==> src/rtl/serial_div_synth_pkg.sv <==
package serial_div_synth_pkg;
   localparam int unsigned REF_CODES   = 8;
   localparam int unsigned REF_SEL_W   = $clog2(REF_CODES);
   localparam int unsigned MIN_LEGAL_N = 2;
   localparam int unsigned CLAMP_RATIO = 3;
   localparam int unsigned SW_BITS     = 2;
endpackage

==> src/rtl/sds_in_sync.sv <==
module sds_in_sync #(
   parameter int unsigned WIDTH  = 1,
   parameter int unsigned STAGES = 2
) (
   input  logic             clk,
   input  logic             rst,
   input  logic [WIDTH-1:0] d,
   output logic [WIDTH-1:0] q
);
   generate
      if (STAGES == 0) begin : g_bypass
         assign q = d;
      end else begin : g_chain
         logic [WIDTH-1:0] stage [STAGES];
         always_ff @(posedge clk) begin
            if (rst) begin
               for (int i = 0; i < STAGES; i++) stage[i] <= '0;
            end else begin
               stage[0] <= d;
               for (int i = 1; i < STAGES; i++) stage[i] <= stage[i-1];
            end
         end
         assign q = stage[STAGES-1];
      end
   endgenerate
endmodule

==> src/rtl/sds_shift.sv <==
module sds_shift #(
   parameter int unsigned WORD_W = 16
) (
   input  logic              clk,
   input  logic              rst,
   input  logic              sclk_s,
   input  logic              sdata_s,
   output logic [WORD_W-1:0] word
);
   logic sclk_q;
   logic rise;

   assign rise = sclk_s & ~sclk_q;

   always_ff @(posedge clk) begin
      if (rst) begin
         sclk_q <= 1'b0;
         word   <= '0;
      end else begin
         sclk_q <= sclk_s;
         if (rise) word <= {word[WORD_W-2:0], sdata_s};
      end
   end
endmodule

==> src/rtl/sds_hold.sv <==
module sds_hold #(
   parameter int unsigned WORD_W = 16
) (
   input  logic              clk,
   input  logic              rst,
   input  logic              load,
   input  logic [WORD_W-1:0] d,
   output logic [WORD_W-1:0] q
);
   always_ff @(posedge clk) begin
      if (rst)       q <= '0;
      else if (load) q <= d;
   end
endmodule

==> src/rtl/sds_ref_table.sv <==
module sds_ref_table #(
   parameter int unsigned             REF_W     = 14,
   parameter int unsigned             CODES     = 8,
   parameter logic [CODES*REF_W-1:0]  TABLE     = '0
) (
   input  logic [$clog2(CODES)-1:0] sel,
   output logic [REF_W-1:0]         ratio
);
   logic [REF_W-1:0] entry [CODES];

   generate
      for (genvar i = 0; i < CODES; i++) begin : g_entry
         if (TABLE[i*REF_W +: REF_W] < 2) begin : g_bad
            $error("reference table entry below 2");
         end
         assign entry[i] = TABLE[i*REF_W +: REF_W];
      end
   endgenerate

   assign ratio = entry[sel];
endmodule

==> src/rtl/sds_divider.sv <==
module sds_divider #(
   parameter int unsigned W = 14
) (
   input  logic         clk,
   input  logic         rst,
   input  logic         tick,
   input  logic [W-1:0] ratio,
   output logic         pulse
);
   logic [W-1:0] cnt;

   always_ff @(posedge clk) begin
      if (rst) begin
         cnt   <= ratio - 1'b1;
         pulse <= 1'b0;
      end else begin
         pulse <= 1'b0;
         if (tick) begin
            if (cnt == '0) begin
               cnt   <= ratio - 1'b1;
               pulse <= 1'b1;
            end else begin
               cnt <= cnt - 1'b1;
            end
         end
      end
   end
endmodule

==> src/rtl/serial_div_synth.sv <==
module serial_div_synth
   import serial_div_synth_pkg::*;
#(
   parameter int unsigned N_W         = 14,
   parameter int unsigned REF_W       = 14,
   parameter int unsigned SYNC_STAGES = 2,
   parameter logic [REF_CODES*REF_W-1:0] REF_TABLE = {
      14'd8192, 14'd2410, 14'd2048, 14'd1024,
      14'd512,  14'd256,  14'd128,  14'd8 }
) (
   input  logic                 clk,
   input  logic                 rst,
   input  logic                 sclk,
   input  logic                 sdata,
   input  logic                 latch_en,
   input  logic [REF_SEL_W-1:0] ref_sel,
   input  logic                 ref_tick,
   input  logic                 fb_tick,
   output logic                 ref_pulse,
   output logic                 fb_pulse,
   output logic                 sw1,
   output logic                 sw2
);
   localparam int unsigned WORD_W = N_W + SW_BITS;

   generate
      if (N_W < 2) begin : g_bad_n
         $error("N_W must be at least 2 to hold the clamp ratio");
      end
      if (REF_W < 2) begin : g_bad_ref
         $error("REF_W must be at least 2");
      end
   endgenerate

   logic [2:0]        sync_in;
   logic [2:0]        sync_out;
   logic              sclk_s, sdata_s, le_s;
   logic [WORD_W-1:0] sr_word;
   logic [WORD_W-1:0] lat_q;
   logic [N_W-1:0]    n_lat;
   logic [N_W-1:0]    n_eff;
   logic [REF_W-1:0]  ref_ratio;

   assign sync_in = {sclk, sdata, latch_en};
   assign {sclk_s, sdata_s, le_s} = sync_out;

   sds_in_sync #(.WIDTH(3), .STAGES(SYNC_STAGES)) u_sync (
      .clk(clk), .rst(rst), .d(sync_in), .q(sync_out));

   sds_shift #(.WORD_W(WORD_W)) u_shift (
      .clk(clk), .rst(rst), .sclk_s(sclk_s), .sdata_s(sdata_s), .word(sr_word));

   sds_hold #(.WORD_W(WORD_W)) u_hold (
      .clk(clk), .rst(rst), .load(le_s), .d(sr_word), .q(lat_q));

   assign n_lat = lat_q[WORD_W-1:SW_BITS];
   assign sw1   = lat_q[1];
   assign sw2   = lat_q[0];
   assign n_eff = (n_lat < N_W'(MIN_LEGAL_N)) ? N_W'(CLAMP_RATIO) : n_lat;

   sds_divider #(.W(N_W)) u_fb_div (
      .clk(clk), .rst(rst), .tick(fb_tick), .ratio(n_eff), .pulse(fb_pulse));

   sds_ref_table #(.REF_W(REF_W), .CODES(REF_CODES), .TABLE(REF_TABLE)) u_ref_tab (
      .sel(ref_sel), .ratio(ref_ratio));

   sds_divider #(.W(REF_W)) u_ref_div (
      .clk(clk), .rst(rst), .tick(ref_tick), .ratio(ref_ratio), .pulse(ref_pulse));
endmodule

==> config.mk <==
export PLATFORM = sky130hd
export DESIGN_NAME = serial_div_synth
export DESIGN_NICKNAME = d
export VERILOG_FILES = /design/src/rtl/serial_div_synth_pkg.sv /design/src/rtl/sds_in_sync.sv /design/src/rtl/sds_shift.sv /design/src/rtl/sds_hold.sv /design/src/rtl/sds_ref_table.sv /design/src/rtl/sds_divider.sv /design/src/rtl/serial_div_synth.sv
export SDC_FILE = /design/constraint.sdc
export NUM_CORES = 1
export LEC_CHECK = 0
export BUFFER_PORTS_ARGS = -buffer_cell sky130_fd_sc_hd__buf_2
export CAP_MARGIN = 20
export CORE_MARGIN = 5
export CORE_UTILIZATION = 50
export CTS_BUF_LIST = sky130_fd_sc_hd__clkbuf_8
export DETAILED_ROUTE_END_ITERATION = 8
export GPL_ROUTABILITY_DRIVEN = 0
export PLACE_DENSITY = 0.63
export SLEW_MARGIN = 20
export SYNTH_ARGS = -nofsm -noshare
export SYNTH_HDL_FRONTEND = slang
export SYNTH_SLANG_ARGS = --single-unit
==> constraint.sdc <==
create_clock -name clk -period 5.57 [get_ports clk]
set_clock_uncertainty 0.05 [all_clocks]
set_input_delay 0.2785 -clock clk [delete_from_list [all_inputs] [get_ports clk]]
set_output_delay 0.2785 -clock clk [all_outputs]
set_load 0.005 [all_outputs]
==> results of run 1 <==
## per-layer routing
metal	wire length [um]	part of all wire (%)	track usage, %	up-vias
met4	119	1.8	6.50	0
li1	-	-	-	1313
met3	152	2.4	3.29	9
met1	3370	52	23.4	1174
met2	2820	44	23.6	25
met5	0	0	0	-
## flip-flops by register name, indices dropped and copies added (netlist names)
signal,flops
u_fb_div.cnt,14
u_shift.sclk_q,1
u_sync.g_chain.stage,6
u_shift.word,16
u_fb_div.pulse,1
u_ref_div.pulse,1
u_ref_div.cnt,14
u_hold.q,16
## cell usage after synthesis, drive strengths merged, types with 2 or more instances
cell type,instances
a211oi,4
a21oi,28
a31oi,4
and3,2
buf,4
clkbuf,11
dfxtp,41
edfxtp,28
ha,9
inv,11
mux2i,23
nand2,50
nand2b,5
nand3,8
nor2,40
nor2b,9
nor3,14
nor4,5
nor4b,2
o21a,2
o21ai,10
o31a,3
o31ai,2
or2,2
or3,5
or4,3
xnor2,13
xor2,14
## cells by family after synthesis
family          Yosys count  synth area share (%)
compound gates           61                  10.8
mux                      24                  6.86
buf+inv                  26                  3.09
flops                    69                  47.2
simple gates            152                  22.2
fa+ha+maj                 9                  3.20
xor+xnor                 27                  6.71
## cell usage in the layout, fill, tap and decap left out, types with 8 or more instances in the layout
master / count
sky130_fd_sc_hd__nand2_1: 50
sky130_fd_sc_hd__nand3_1: 8
sky130_fd_sc_hd__dfxtp_1: 41
sky130_fd_sc_hd__a21oi_1: 28
sky130_fd_sc_hd__edfxtp_1: 28
sky130_fd_sc_hd__o21ai_0: 9
sky130_fd_sc_hd__buf_2: 13
sky130_fd_sc_hd__xor2_1: 14
sky130_fd_sc_hd__nor2b_1: 8
sky130_fd_sc_hd__inv_1: 13
sky130_fd_sc_hd__ha_1: 9
sky130_fd_sc_hd__nor2_1: 39
sky130_fd_sc_hd__mux2i_1: 23
sky130_fd_sc_hd__xnor2_1: 13
sky130_fd_sc_hd__nor3_1: 14
sky130_fd_sc_hd__clkbuf_8: 9
## worst max-delay path by stage
stage                      start               end  slack, ns
detailed placement  u_hold.q[11]  u_fb_div.cnt[12]       3.13
CTS                 u_hold.q[11]  u_fb_div.cnt[12]       3.10
finish              u_hold.q[11]  u_fb_div.cnt[12]       3.11
global placement    u_hold.q[11]  u_fb_div.cnt[12]       3.13
global route        u_hold.q[11]  u_fb_div.cnt[12]       2.92
floorplan           u_hold.q[11]  u_fb_div.cnt[12]       3.35
## critical path: cells and delay by family (launching register included)
family	cells	cell delay (ns)
simple gates	4	1.07
flops	1	0.38
compound gates	2	0.30
fa+ha+maj	1	0.26
xor+xnor	1	0.16
## power by group through the flow
| stage | registers (mW) | clock network [mW] | logic [mW] |
|---|---|---|---|
| 5_1_grt | 0.588 | 0.471 | 0.118 |
| 3_5_place_dp | 0.595 | 0 | 0.103 |
| 4_1_cts | 0.584 | 0.443 | 0.104 |
| 6_report | 0.584 | 0.438 | 0.104 |
| 2_1_floorplan | 0.587 | 0 | 0.0846 |
| 3_3_place_gp | 0.594 | 0 | 0.102 |
## layout make-up
| type | count | area, sq um | share of cell area, % |
|---|---|---|---|
| Multi-Input combinational cell | 273 | 1760 | 45.6 |
| Sequential cell | 69 | 1660 | 43.0 |
| Clock buffer | 9 | 124 | 3.21 |
| Tap cell | 96 | 120 | 3.11 |
| Clock inverter | 7 | 91.3 | 2.36 |
| Timing Repair Buffer | 13 | 65.1 | 1.68 |
| Inverter | 11 | 41.3 | 1.07 |
==> Flow_metrics.wiki, run 1 <==
{| class="wikitable"
! Metric !! Value
|-
| Run status || completed
|-
| Fraction of power consumed by combinational cells || 9.3%
|-
| HPWL reported at the end of detailed placement || roughly 4.6 mm
|-
| Maximum operating frequency || roughly 410 MHz
|-
| Post-DP Area || approximately 3600 sq um
|-
| Global route total overflow || 0
|-
| Setup Crit Path Kind || flip-flop to flip-flop
|-
| Synthesized netlist net count || approximately 390
|-
| Worst path cell trace || or4_4 -> nor4b_4 -> a21oi_1 -> ha_1 -> nand3_1 -> nor4_1 -> xor2_1 -> a2bb2oi_1
|-
| DR vias/cell || between 5 and 6
|-
| Top cell type by total area after synthesis || sky130_fd_sc_hd__edfxtp_1
|-
| Slowest stage cell, crit path || sky130_fd_sc_hd__or4_4
|-
| Fraction of synthesis flops using an asynchronous set or reset pin || 0%
|-
| H-tree depth || 3
|-
| Depth of the worst register-to-register path || 8
|-
| Setup repair after global routing missed its margin || false
|-
| Power share of the clock group || slightly below 40%
|-
| Standard-cell row count || 30
|-
| Top cell type's share of synthesized area || 23.9%
|-
| First-pass GRT wire length || 11.4 mm
|-
| Fin area || between 3000 and 4000 sq um
|-
| Floorplan die width || 93.9 um
|-
| Fill cell count || between 600 and 700
|-
| R2R Setup Slk || 3.11 ns
|-
| Launching point of the worst reg2reg path || u_hold.q[11]
|-
| CTS max path bufs || 2
|-
| Finished Layout Cells || ~480
|-
| Final nets || about 400
|-
| Number of design-rule violations left by the first detailed-router iteration || 121
|-
| Crit start category || flip-flop
|-
| Critical R2R Capture || u_fb_div.cnt[12]
|-
| Via Count || approximately 2,500
|-
| Cells after Synth || 368
|-
| Starting Density || 51.6%
|-
| Count of synthesis-stage warnings from yosys || 0
|-
| Power density cells || 291 nW/um^2
|-
| Mapped Area || approximately 3500 sq um
|-
| Type of the most critical hold path || input port to flip-flop
|-
| Critical path endpoint category || flip-flop
|-
| Avg WL per Cell || 13.5 um
|-
| Overall power || around 1.1 mW
|-
| Tmin final || between 2 and 2.5 ns
|-
| Clock transition at the register clock pins on the worst setup and hold paths after CTS || roughly 0.070 ns
|-
| Portion of the post-synthesis area used by sequential elements || ~47%
|-
| Number of distinct standard cells referenced by the synthesized netlist || 52
|-
| Fraction of layout instances using a drive strength above 1 || a little under an eighth
|-
| Headroom to the max-slew limit || between 30% and 40%
|-
| Worst path max stage delay || approximately 0.60 ns
|-
| Total global-route track usage || around 16%
|-
| CTS tree || built
|-
| Capture endpoint of the worst hold path || u_sync.g_chain.stage[0][2]
|-
| Worst hold slack across all endpoints || 0.0959 ns
|-
| Maxcap violations || 0
|-
| Setup total negative slack || 0 ns
|-
| Length of the first detailed-routing pass in iterations || 5
|-
| Count of instances resized after the clock tree is built || 0
|-
| Hold depth || 2
|-
| CTS Hold Bufs || 0
|-
| Insertion delay of the later-clocked pin in the worst-skew pair || between 0.3 and 0.4 ns
|-
| Pre-CTS worst setup slack || 3.13 ns
|-
| Top fanout value on the critical path || 7
|-
| Maximum number of pins on one net before global-route repair || 50
|-
| Number of remaining DRC errors || 0
|-
| Reported leakage power || ~1.5 nW
|-
| Cell internal power dissipation || 853 uW
|-
| Boundary Pins || 14
|-
| Area overhead of the layout relative to synthesis || 9.70%
|-
| Clock Sink Count || 69
|-
| Sw Ratio || between 20% and 30%
|-
| Arrival time at the worst endpoint || around 2.5 ns
|-
| Final Worst Setup Slack || between 3 and 4 ns
|-
| Number of flip-flops and latches in the synthesized netlist || slightly below 70
|-
| Share of the cycle needed by the critical path after routing || ~44%
|-
| Area inside the core boundary || around 6800 sq um
|-
| Required time of the critical path || approximately 5.6 ns
|-
| Max-slew violation total from the final report || 0
|-
| Number of routed nets with antenna violations || 0
|-
| Most used flip-flop cell after synthesis || sky130_fd_sc_hd__dfxtp_1
|-
| Placed instance count || around 460
|-
| Antenna violations before repair || 0
|-
| Area of the die || about 8800 sq um
|-
| Aggregate routed wire length || 6.46 mm
|-
| Endpoints failing setup || 0
|-
| Die height || around 94 um
|-
| Number of buffer cells added on primary ports || 13
|-
| Sequential group share of total power || 51.9%
|-
| Cell at the root of the clock tree || sky130_fd_sc_hd__clkbuf_8
|-
| Core utilization of the finished layout || 56.6%
|-
| Antenna cell count || 0
|-
| Number of endpoints with negative hold slack in the final report || 0
|-
| Count of flip-flops with a built-in enable after synthesis || 28
|-
| Avg Synthesized Cell Area || roughly 9.6 sq um
|-
| Dominant cells by area after synthesis || sky130_fd_sc_hd__edfxtp_1, sky130_fd_sc_hd__dfxtp_1, sky130_fd_sc_hd__mux2i_1, sky130_fd_sc_hd__nand2_1, sky130_fd_sc_hd__nor2_1
|-
| Switch Pwr || ~270 uW
|-
| Slew of the pin with the lowest slew margin || 0.948 ns
|-
| VDD IR-drop max || between 0.00015 and 0.0002 V
|-
| Via count of the first global-routing pass || 2,380
|-
| Clock buffer count from CTS || 9
|-
| Post-CTS Setup Repair Bufs || 0
|-
| Worst min-delay path startpoint || sclk
|}
(Power assumes the default switching activity.)
==> run 2: changes to the inputs <==
Settings changed: PLACE_DENSITY 0.63 to 0.65.
Clock period 5.57 ns to 2.1 ns, I/O delays scaled along.
==> run 2 against run 1 <==
- the flow now finishes with violations (negative setup slack)
- final area grew 10%
- combinational power rose to 3.5 times the previous value
- power rose to 2.6 times the previous value
- flip-flop and latch count is the same
- first-iteration DRC count rose by 14%
- count of clock-buffer cells in the layout unchanged
- largest power group unchanged
==> Flow_metrics.wiki, run 2 (synthesis gave the netlist of run 1 again) <==
{| class="wikitable"
! Metric !! Value
|-
| Post-DP Area || 3910 sq um (+7.3%)
|-
| Number of buffer cells added on primary ports || 13 (unchanged)
|-
| Overall power || 2.94 mW (+160%)
|-
| Share of the cycle needed by the critical path after routing || 105% (+61 points)
|-
| Core utilization of the finished layout || 62.3% (+5.7 points)
|-
| CTS max path bufs || 2 (unchanged)
|-
| Final Worst Setup Slack || -0.112 ns (-3.22 ns)
|-
| Global route total overflow || 0 (unchanged)
|-
| Clock transition at the register clock pins on the worst setup and hold paths after CTS || 0.07 ns (about the same)
|-
| Starting Density || 51.6% (unchanged)
|-
| Avg WL per Cell || 14.1 um (+4.4%)
|-
| Antenna cell count || 0 (unchanged)
|-
| Storage cell area || 1660 sq um (about the same)
|-
| Headroom to the max-slew limit || 59.3% (+23 points)
|-
| Crit start category || flip-flop
|-
| Depth of the worst register-to-register path || 8 (unchanged)
|-
| Fill cell count || 614 (-1.4%)
|-
| Die height || 93.9 um (unchanged)
|-
| DR vias/cell || 5.22 (-1.0%)
|-
| Antenna violations before repair || 0 (unchanged)
|-
| Required time of the critical path || 2.15 ns (-3.46 ns)
|-
| First-pass GRT wire length || 12.4 mm (+8.3%)
|-
| Area of the die || 8820 sq um (unchanged)
|-
| Slew of the pin with the lowest slew margin || 0.611 ns (-0.337 ns)
|-
| Worst hold slack across all endpoints || 0.0814 ns (-0.0145 ns)
|-
| Floorplan die width || 93.9 um (unchanged)
|-
| Run status || complete, but fails checks
|-
| Most common cell after layout, fill and taps aside || sky130_fd_sc_hd__nand2_1
|-
| Clock Sink Count || 69 (unchanged)
|-
| Tmin final || 2.21 ns (-0.251 ns)
|-
| Setup repair after global routing missed its margin || true
|-
| Length of the first detailed-routing pass in iterations || 4 (-1)
|-
| Insertion delay of the later-clocked pin in the worst-skew pair || 0.34 ns (about the same)
|-
| Maximum operating frequency || 452 MHz (+11%)
|-
| Via count of the first global-routing pass || 2,653 (+11%)
|-
| Maxcap violations || 0 (unchanged)
|-
| Top flop regs || u_hold.q x16, u_shift.word x16
|-
| Total global-route track usage || 18.0% (+1.8 points)
|-
| Arrival time at the worst endpoint || 2.26 ns (-0.24 ns)
|-
| Pre-CTS worst setup slack || -0.124 ns (-3.25 ns)
|-
| Standard-cell row count || 30 (unchanged)
|-
| Reported leakage power || 1.69 nW (+16%)
|-
| Area overhead of the layout relative to synthesis || 20.8%
|-
| Violations in the final reports || negative setup slack
|-
| Hold depth || 4 (+2)
|-
| Maximum number of pins on one net before global-route repair || 49 (-2.0%)
|-
| Cell at the root of the clock tree || sky130_fd_sc_hd__clkbuf_8
|-
| Number of remaining DRC errors || 0 (unchanged)
|-
| CTS tree || built
|-
| Area inside the core boundary || 6830 sq um (unchanged)
|-
| Commonest cells after routing, fill and taps aside || sky130_fd_sc_hd__nand2_1, sky130_fd_sc_hd__buf_4, sky130_fd_sc_hd__dfxtp_1, sky130_fd_sc_hd__nor2_1, sky130_fd_sc_hd__edfxtp_1
|-
| Boundary Pins || 14 (unchanged)
|-
| Power density cells || 692 nW/um^2 (+140%)
|-
| H-tree depth || 3 (unchanged)
|-
| Setup Crit Path Kind || flip-flop to flip-flop
|-
| Placed instance count || 498 (+7.8%)
|-
| VDD IR-drop max || 0.000741 V (+310%)
|-
| Multi-input gate area || 1800 sq um (+2.5%)
|-
| Fin area || 4250 sq um (+10%)
|-
| Final nets || 443 (+12%)
|-
| Fraction of layout instances using a drive strength above 1 || 21.4% (+10 points)
|-
| Endpoints failing setup || 4 (+4)
|-
| Finished Layout Cells || 525 (+9.8%)
|-
| Type of the most critical hold path || input port to flip-flop
|-
| Clock buffer count from CTS || 9 (unchanged)
|-
| Number of design-rule violations left by the first detailed-router iteration || 138 (+14%)
|-
| Via Count || 2,740 (+8.7%)
|-
| HPWL reported at the end of detailed placement || 5.18 mm (+14%)
|-
| Number of routed nets with antenna violations || 0 (unchanged)
|-
| Number of endpoints with negative hold slack in the final report || 0 (unchanged)
|-
| Aggregate routed wire length || 7.41 mm (+15%)
|-
| Max-slew violation total from the final report || 0 (unchanged)
|-
| Critical path endpoint category || flip-flop
|-
| Top fanout value on the critical path || 4 (-3)
|-
| Setup total negative slack || -0.306 ns (-0.306 ns)
|}
-- run 2: changes by cell type in the layout (fill, tap and decap cells not counted), moves of 2 or more --
cell | before | now
sky130_fd_sc_hd__buf_4 | 0 | 41
sky130_fd_sc_hd__o21ai_0 | 9 | 5
sky130_fd_sc_hd__o21ai_1 | 1 | 5
sky130_fd_sc_hd__dlygate4sd3_1 | 0 | 5
sky130_fd_sc_hd__clkinv_2 | 0 | 2
-- run 2: what timing repair did --
item | 4_1_cts | 5_1_grt
hold endpoints to repair | 5 | 0
resized for setup | 2 | 13
setup endpoints to repair | 4 | 16
hold buffers | 5 | 0
buffers inserted | 0 | 6
pin swaps | 1 | 3
-- run 2: path summary, 6_finish.rpt --
kind / endpoint / startpoint / slack [ns]
setup reg to reg: u_fb_div.cnt[2] / u_hold.q[14] / -0.11
hold / removal: u_fb_div.pulse / rst / 0.08
hold reg to reg: u_sync.g_chain.stage[0][4] / u_sync.g_chain.stage[0][1] / 0.40
setup / recovery: u_fb_div.cnt[2] / u_hold.q[14] / -0.11
-- run 2: worst max-delay path: stages, from the launching register on --
cell	delay [ns]
sky130_fd_sc_hd__dfxtp_2	0.32
sky130_fd_sc_hd__or4_4	0.54
sky130_fd_sc_hd__nor4b_4	0.28
sky130_fd_sc_hd__a21oi_1	0.12
sky130_fd_sc_hd__ha_2	0.21
sky130_fd_sc_hd__buf_4	0.14
sky130_fd_sc_hd__buf_6	0.11
sky130_fd_sc_hd__xnor2_2	0.11
sky130_fd_sc_hd__o21ai_1	0.08
-- run 2: final cells by class --
| cell class | instances | share of cell area, % |
|---|---|---|
| sequential | 69 | 39.1 |
| multi-input combinational | 273 | 42.4 |
| timing repair buffer | 60 | 10.2 |
| inverter | 11 | 0.971 |
| clock buffer | 9 | 2.91 |
| tap | 96 | 2.82 |
| clock inverter | 7 | 1.59 |
-- run 2: layer usage --
metal / GRT usage (%) / part of all wire (%) / vias up / routed length, um
met1: 24.8 / 49 / 1281 / 3600
met2: 27.4 / 46 / 42 / 3400
met3: 3.29 / 3.4 / 13 / 251
met4: 8.18 / 2.0 / 0 / 150
met5: 0 / 0 / - / 0
li1: - / - / 1404 / -
-- run 2: where the power goes --
part / switching [mW] / internal (mW) / total (mW)
Combinational: 0.191 / 0.170 / 0.362
Clock: 0.498 / 0.544 / 1.04
Sequential: 0.0609 / 1.48 / 1.54
Total: 0.751 / 2.19 / 2.94
==> run 3: changes to the inputs <==
Settings changed: CELL_PAD_IN_SITES_DETAIL_PLACEMENT from default to 1, CELL_PAD_IN_SITES_GLOBAL_PLACEMENT from default to 2, CORE_UTILIZATION 50 to 37, PLACE_DENSITY 0.65 to 0.73.
==> run 3 against run 2 <==
- the run still ends with negative setup slack left
- non-clock buffer count fell by 3
- power rose by 1.8%
- critical path depth did not move
- wire length rose by 11%
- final cell count rose by 5.7%
- clock power rose by 6%
- highest routed layer unchanged
==> Flow_metrics.wiki, run 3 (synthesis gave the netlist of run 1 again) <==
{| class="wikitable"
! Metric !! Value
|-
| HPWL reported at the end of detailed placement || 5.91 mm (+14%)
|-
| Clock transition at the register clock pins on the worst setup and hold paths after CTS || 0.08 ns (about the same)
|-
| Maximum operating frequency || 453 MHz (+0.20%)
|-
| Depth of the worst register-to-register path || 8 (unchanged)
|-
| Top fanout value on the critical path || 4 (unchanged)
|-
| Crit start category || flip-flop
|-
| Boundary Pins || 14 (unchanged)
|-
| Via Count || 2,763 (+0.84%)
|-
| Cell at the root of the clock tree || sky130_fd_sc_hd__clkbuf_8
|-
| Critical path endpoint category || flip-flop
|-
| Area overhead of the layout relative to synthesis || 21.7%
|-
| Cell internal power dissipation || 2.20 mW (+0.28%)
|-
| Maxcap violations || 0 (unchanged)
|-
| Fill cell count || 1,067 (+74%)
|-
| R2R Setup Slk || -0.11 ns (about the same)
|-
| Aggregate routed wire length || 8.26 mm (+11%)
|-
| Cell family contributing the most delay on the critical path || simple AND/OR/NAND/NOR gates
|-
| Die height || 108 um (+15%)
|-
| Power share of the clock group || 36.8% (+1.4 points)
|-
| Slew of the pin with the lowest slew margin || 0.641 ns (+0.0301 ns)
|-
| Type of the most critical hold path || input port to flip-flop
|-
| Setup repair after global routing missed its margin || true
|-
| VDD IR-drop max || 0.000313 V (-58%)
|-
| Switch Pwr || 798 uW (+6.4%)
|-
| Storage cell area || 1660 sq um (unchanged)
|-
| Length of the first detailed-routing pass in iterations || 4 (unchanged)
|-
| Headroom to the max-slew limit || 57.3% (-2.0 points)
|-
| Required time of the critical path || 2.14 ns (about the same)
|-
| Run status || complete, but fails checks
|-
| Arrival time at the worst endpoint || 2.25 ns (about the same)
|-
| CTS tree || built
|-
| Number of routed nets with antenna violations || 0 (unchanged)
|-
| Worst path max stage delay || 0.55 ns (about the same)
|-
| Starting Density || 38.1% (-13 points)
|-
| Fraction of power consumed by combinational cells || 12.0% (-0.3 points)
|-
| Area of the die || 11,600 sq um (+31%)
|-
| Max-slew violation total from the final report || 0 (unchanged)
|-
| Launching instance or port of the critical path || u_hold.q[14]
|-
| Tmin final || 2.21 ns (-0.00450 ns)
|-
| Top flop regs || u_hold.q x16, u_shift.word x16
|-
| Power density cells || 699 nW/um^2 (+1.0%)
|-
| Critical R2R Capture || u_fb_div.cnt[6]
|-
| Number of buffer cells added on primary ports || 13 (unchanged)
|-
| Share of the cycle needed by the critical path after routing || 105% (-0.21 points)
|-
| Routed met3 length || 164 um (-35%)
|-
| Final nets || 440 (-0.68%)
|-
| Total global-route track usage || 15.1% (-2.9 points)
|-
| Multi-input gate area || 1820 sq um (+0.62%)
|-
| Setup Crit Path Kind || flip-flop to flip-flop
|-
| Finished Layout Cells || 555 (+5.7%)
|-
| H-tree depth || 3 (unchanged)
|-
| Final Worst Setup Slack || -0.107 ns (+0.00450 ns)
|-
| Global route total overflow || 0 (unchanged)
|-
| Most common cell after layout, fill and taps aside || sky130_fd_sc_hd__nand2_1
|-
| Floorplan die width || 108 um (+15%)
|-
| Reported leakage power || 1.67 nW (-1.2%)
|-
| Endpoints failing setup || 6 (+2)
|-
| Clock Sink Count || 69 (unchanged)
|-
| Number of remaining DRC errors || 0 (unchanged)
|-
| Sw Ratio || 26.7% (+1.1 points)
|-
| CTS max path bufs || 2 (unchanged)
|-
| Worst path cell trace || or4_4 -> nor4b_4 -> a21oi_2 -> ha_4 -> nand2_2 -> nor2_1 -> xnor2_1 -> o21ai_1
|-
| Maximum number of pins on one net before global-route repair || 47 (-4.1%)
|-
| Antenna violations before repair || 0 (unchanged)
|-
| CP Capture Point || u_fb_div.cnt[6]
|-
| Area inside the core boundary || 9240 sq um (+35%)
|-
| Fraction of layout instances using a drive strength above 1 || 22.1% (+0.62 points)
|-
| Critical Path Stages || 8 (unchanged)
|-
| Number of design-rule violations left by the first detailed-router iteration || 91 (-34%)
|-
| Worst min-delay path startpoint || rst
|-
| Avg WL per Cell || 14.9 um (+5.5%)
|-
| Slowest stage cell, crit path || sky130_fd_sc_hd__or4_4
|-
| Standard-cell row count || 35 (+17%)
|-
| Clock buffer count from CTS || 9 (unchanged)
|-
| First-pass GRT wire length || 13.8 mm (+12%)
|-
| Via count of the first global-routing pass || 2,743 (+3.4%)
|-
| Placed instance count || 533 (+7.0%)
|-
| Insertion delay of the later-clocked pin in the worst-skew pair || 0.34 ns (about the same)
|-
| Violations in the final reports || negative setup slack
|-
| Setup total negative slack || -0.318 ns (-0.0126 ns)
|-
| Fin area || 4290 sq um (+0.79%)
|-
| Launching point of the worst reg2reg path || u_hold.q[14]
|-
| Sequential group share of total power || 51.2% (-1.1 points)
|-
| Met2 WL || 3.72 mm (+9.4%)
|-
| Antenna cell count || 0 (unchanged)
|-
| Post-DP Area || 3970 sq um (+1.4%)
|-
| Worst hold slack across all endpoints || 0.123 ns (+0.0411 ns)
|-
| Crit path buffers/inverters || 0 (-2)
|-
| DR vias/cell || 4.98 (-4.6%)
|-
| Commonest cells after routing, fill and taps aside || sky130_fd_sc_hd__nand2_1, sky130_fd_sc_hd__dfxtp_1, sky130_fd_sc_hd__buf_4, sky130_fd_sc_hd__nor2_1, sky130_fd_sc_hd__edfxtp_1
|-
| Top sig layer || met4
|-
| Number of endpoints with negative hold slack in the final report || 0 (unchanged)
|-
| Met1 Routed Length || 4.28 mm (+19%)
|}
-- run 3: cell types whose count changed in the layout (fill, tap and decap cells not counted), sizes merged --
cell      previous run  this run
clkinv               4         1
clkinvlp             0         2
inv                 13        14
buf                 55        52
-- run 3: worst reg2reg max path: cells and delay by family, from the launching register on --
family	cells	cell delay (ns)
fa+ha+maj	1	0.20
simple gates	4	0.98
xor+xnor	1	0.19
flops	1	0.32
compound gates	2	0.22
-- run 3: through the flow --
| step | total power [mW] | setup slack (ns) | utilization (%) |
|---|---|---|---|
| floorplan | 1.78 | -0.0450 | - |
| detailed placement | 1.91 | -0.125 | 43.0 |
| CTS | 3.03 | -0.103 | 46.0 |
| global route | 3.15 | -0.184 | 46.4 |
| global placement | 1.90 | -0.0786 | 43.0 |
| finish | 3.00 | -0.107 | 46.4 |
-- run 3: worst min-delay path by stage --
stage / cells after the start / endpoint
finish: 4 / u_fb_div.pulse
global route: 4 / u_fb_div.pulse
CTS: 4 / u_fb_div.pulse
detailed placement: 2 / u_sync.g_chain.stage[0][2]
global placement: 2 / u_sync.g_chain.stage[0][2]
floorplan: 1 / u_sync.g_chain.stage[0][0]
-- run 3: layout make-up --
class | count | share of cell area, %
Multi-Input combinational cell | 273 | 42.3
Sequential cell | 69 | 38.8
Timing Repair Buffer | 57 | 9.51
Tap cell | 129 | 3.76
Clock buffer | 9 | 2.89
Clock inverter | 7 | 1.75
Inverter | 11 | 0.963
-- run 3: metal layers --
metal | vias to the layer above | track usage, %
met1 | 1341 | 20.9
met4 | 0 | 4.06
met5 | - | 0
met3 | 8 | 3.42
li1 | 1398 | -
met2 | 16 | 23.7
-- run 3: timing repair --
action / 4_1_cts / 5_1_grt
setup endpoints to repair: 8 / 14
hold endpoints to repair: 5 / 0
gates resized for setup: 11 / 7
hold buffers: 5 / 0
pin swaps: 0 / 1
setup buffers: 1 / 1
gates cloned: 0 / 0
-- run 3: power by group through the flow --
stage | combinational [mW] | sequential [mW] | clock, mW
global placement | 0.340 | 1.56 | 0
floorplan | 0.224 | 1.56 | 0
finish | 0.360 | 1.53 | 1.10
CTS | 0.362 | 1.53 | 1.13
global route | 0.401 | 1.54 | 1.21
detailed placement | 0.350 | 1.56 | 0
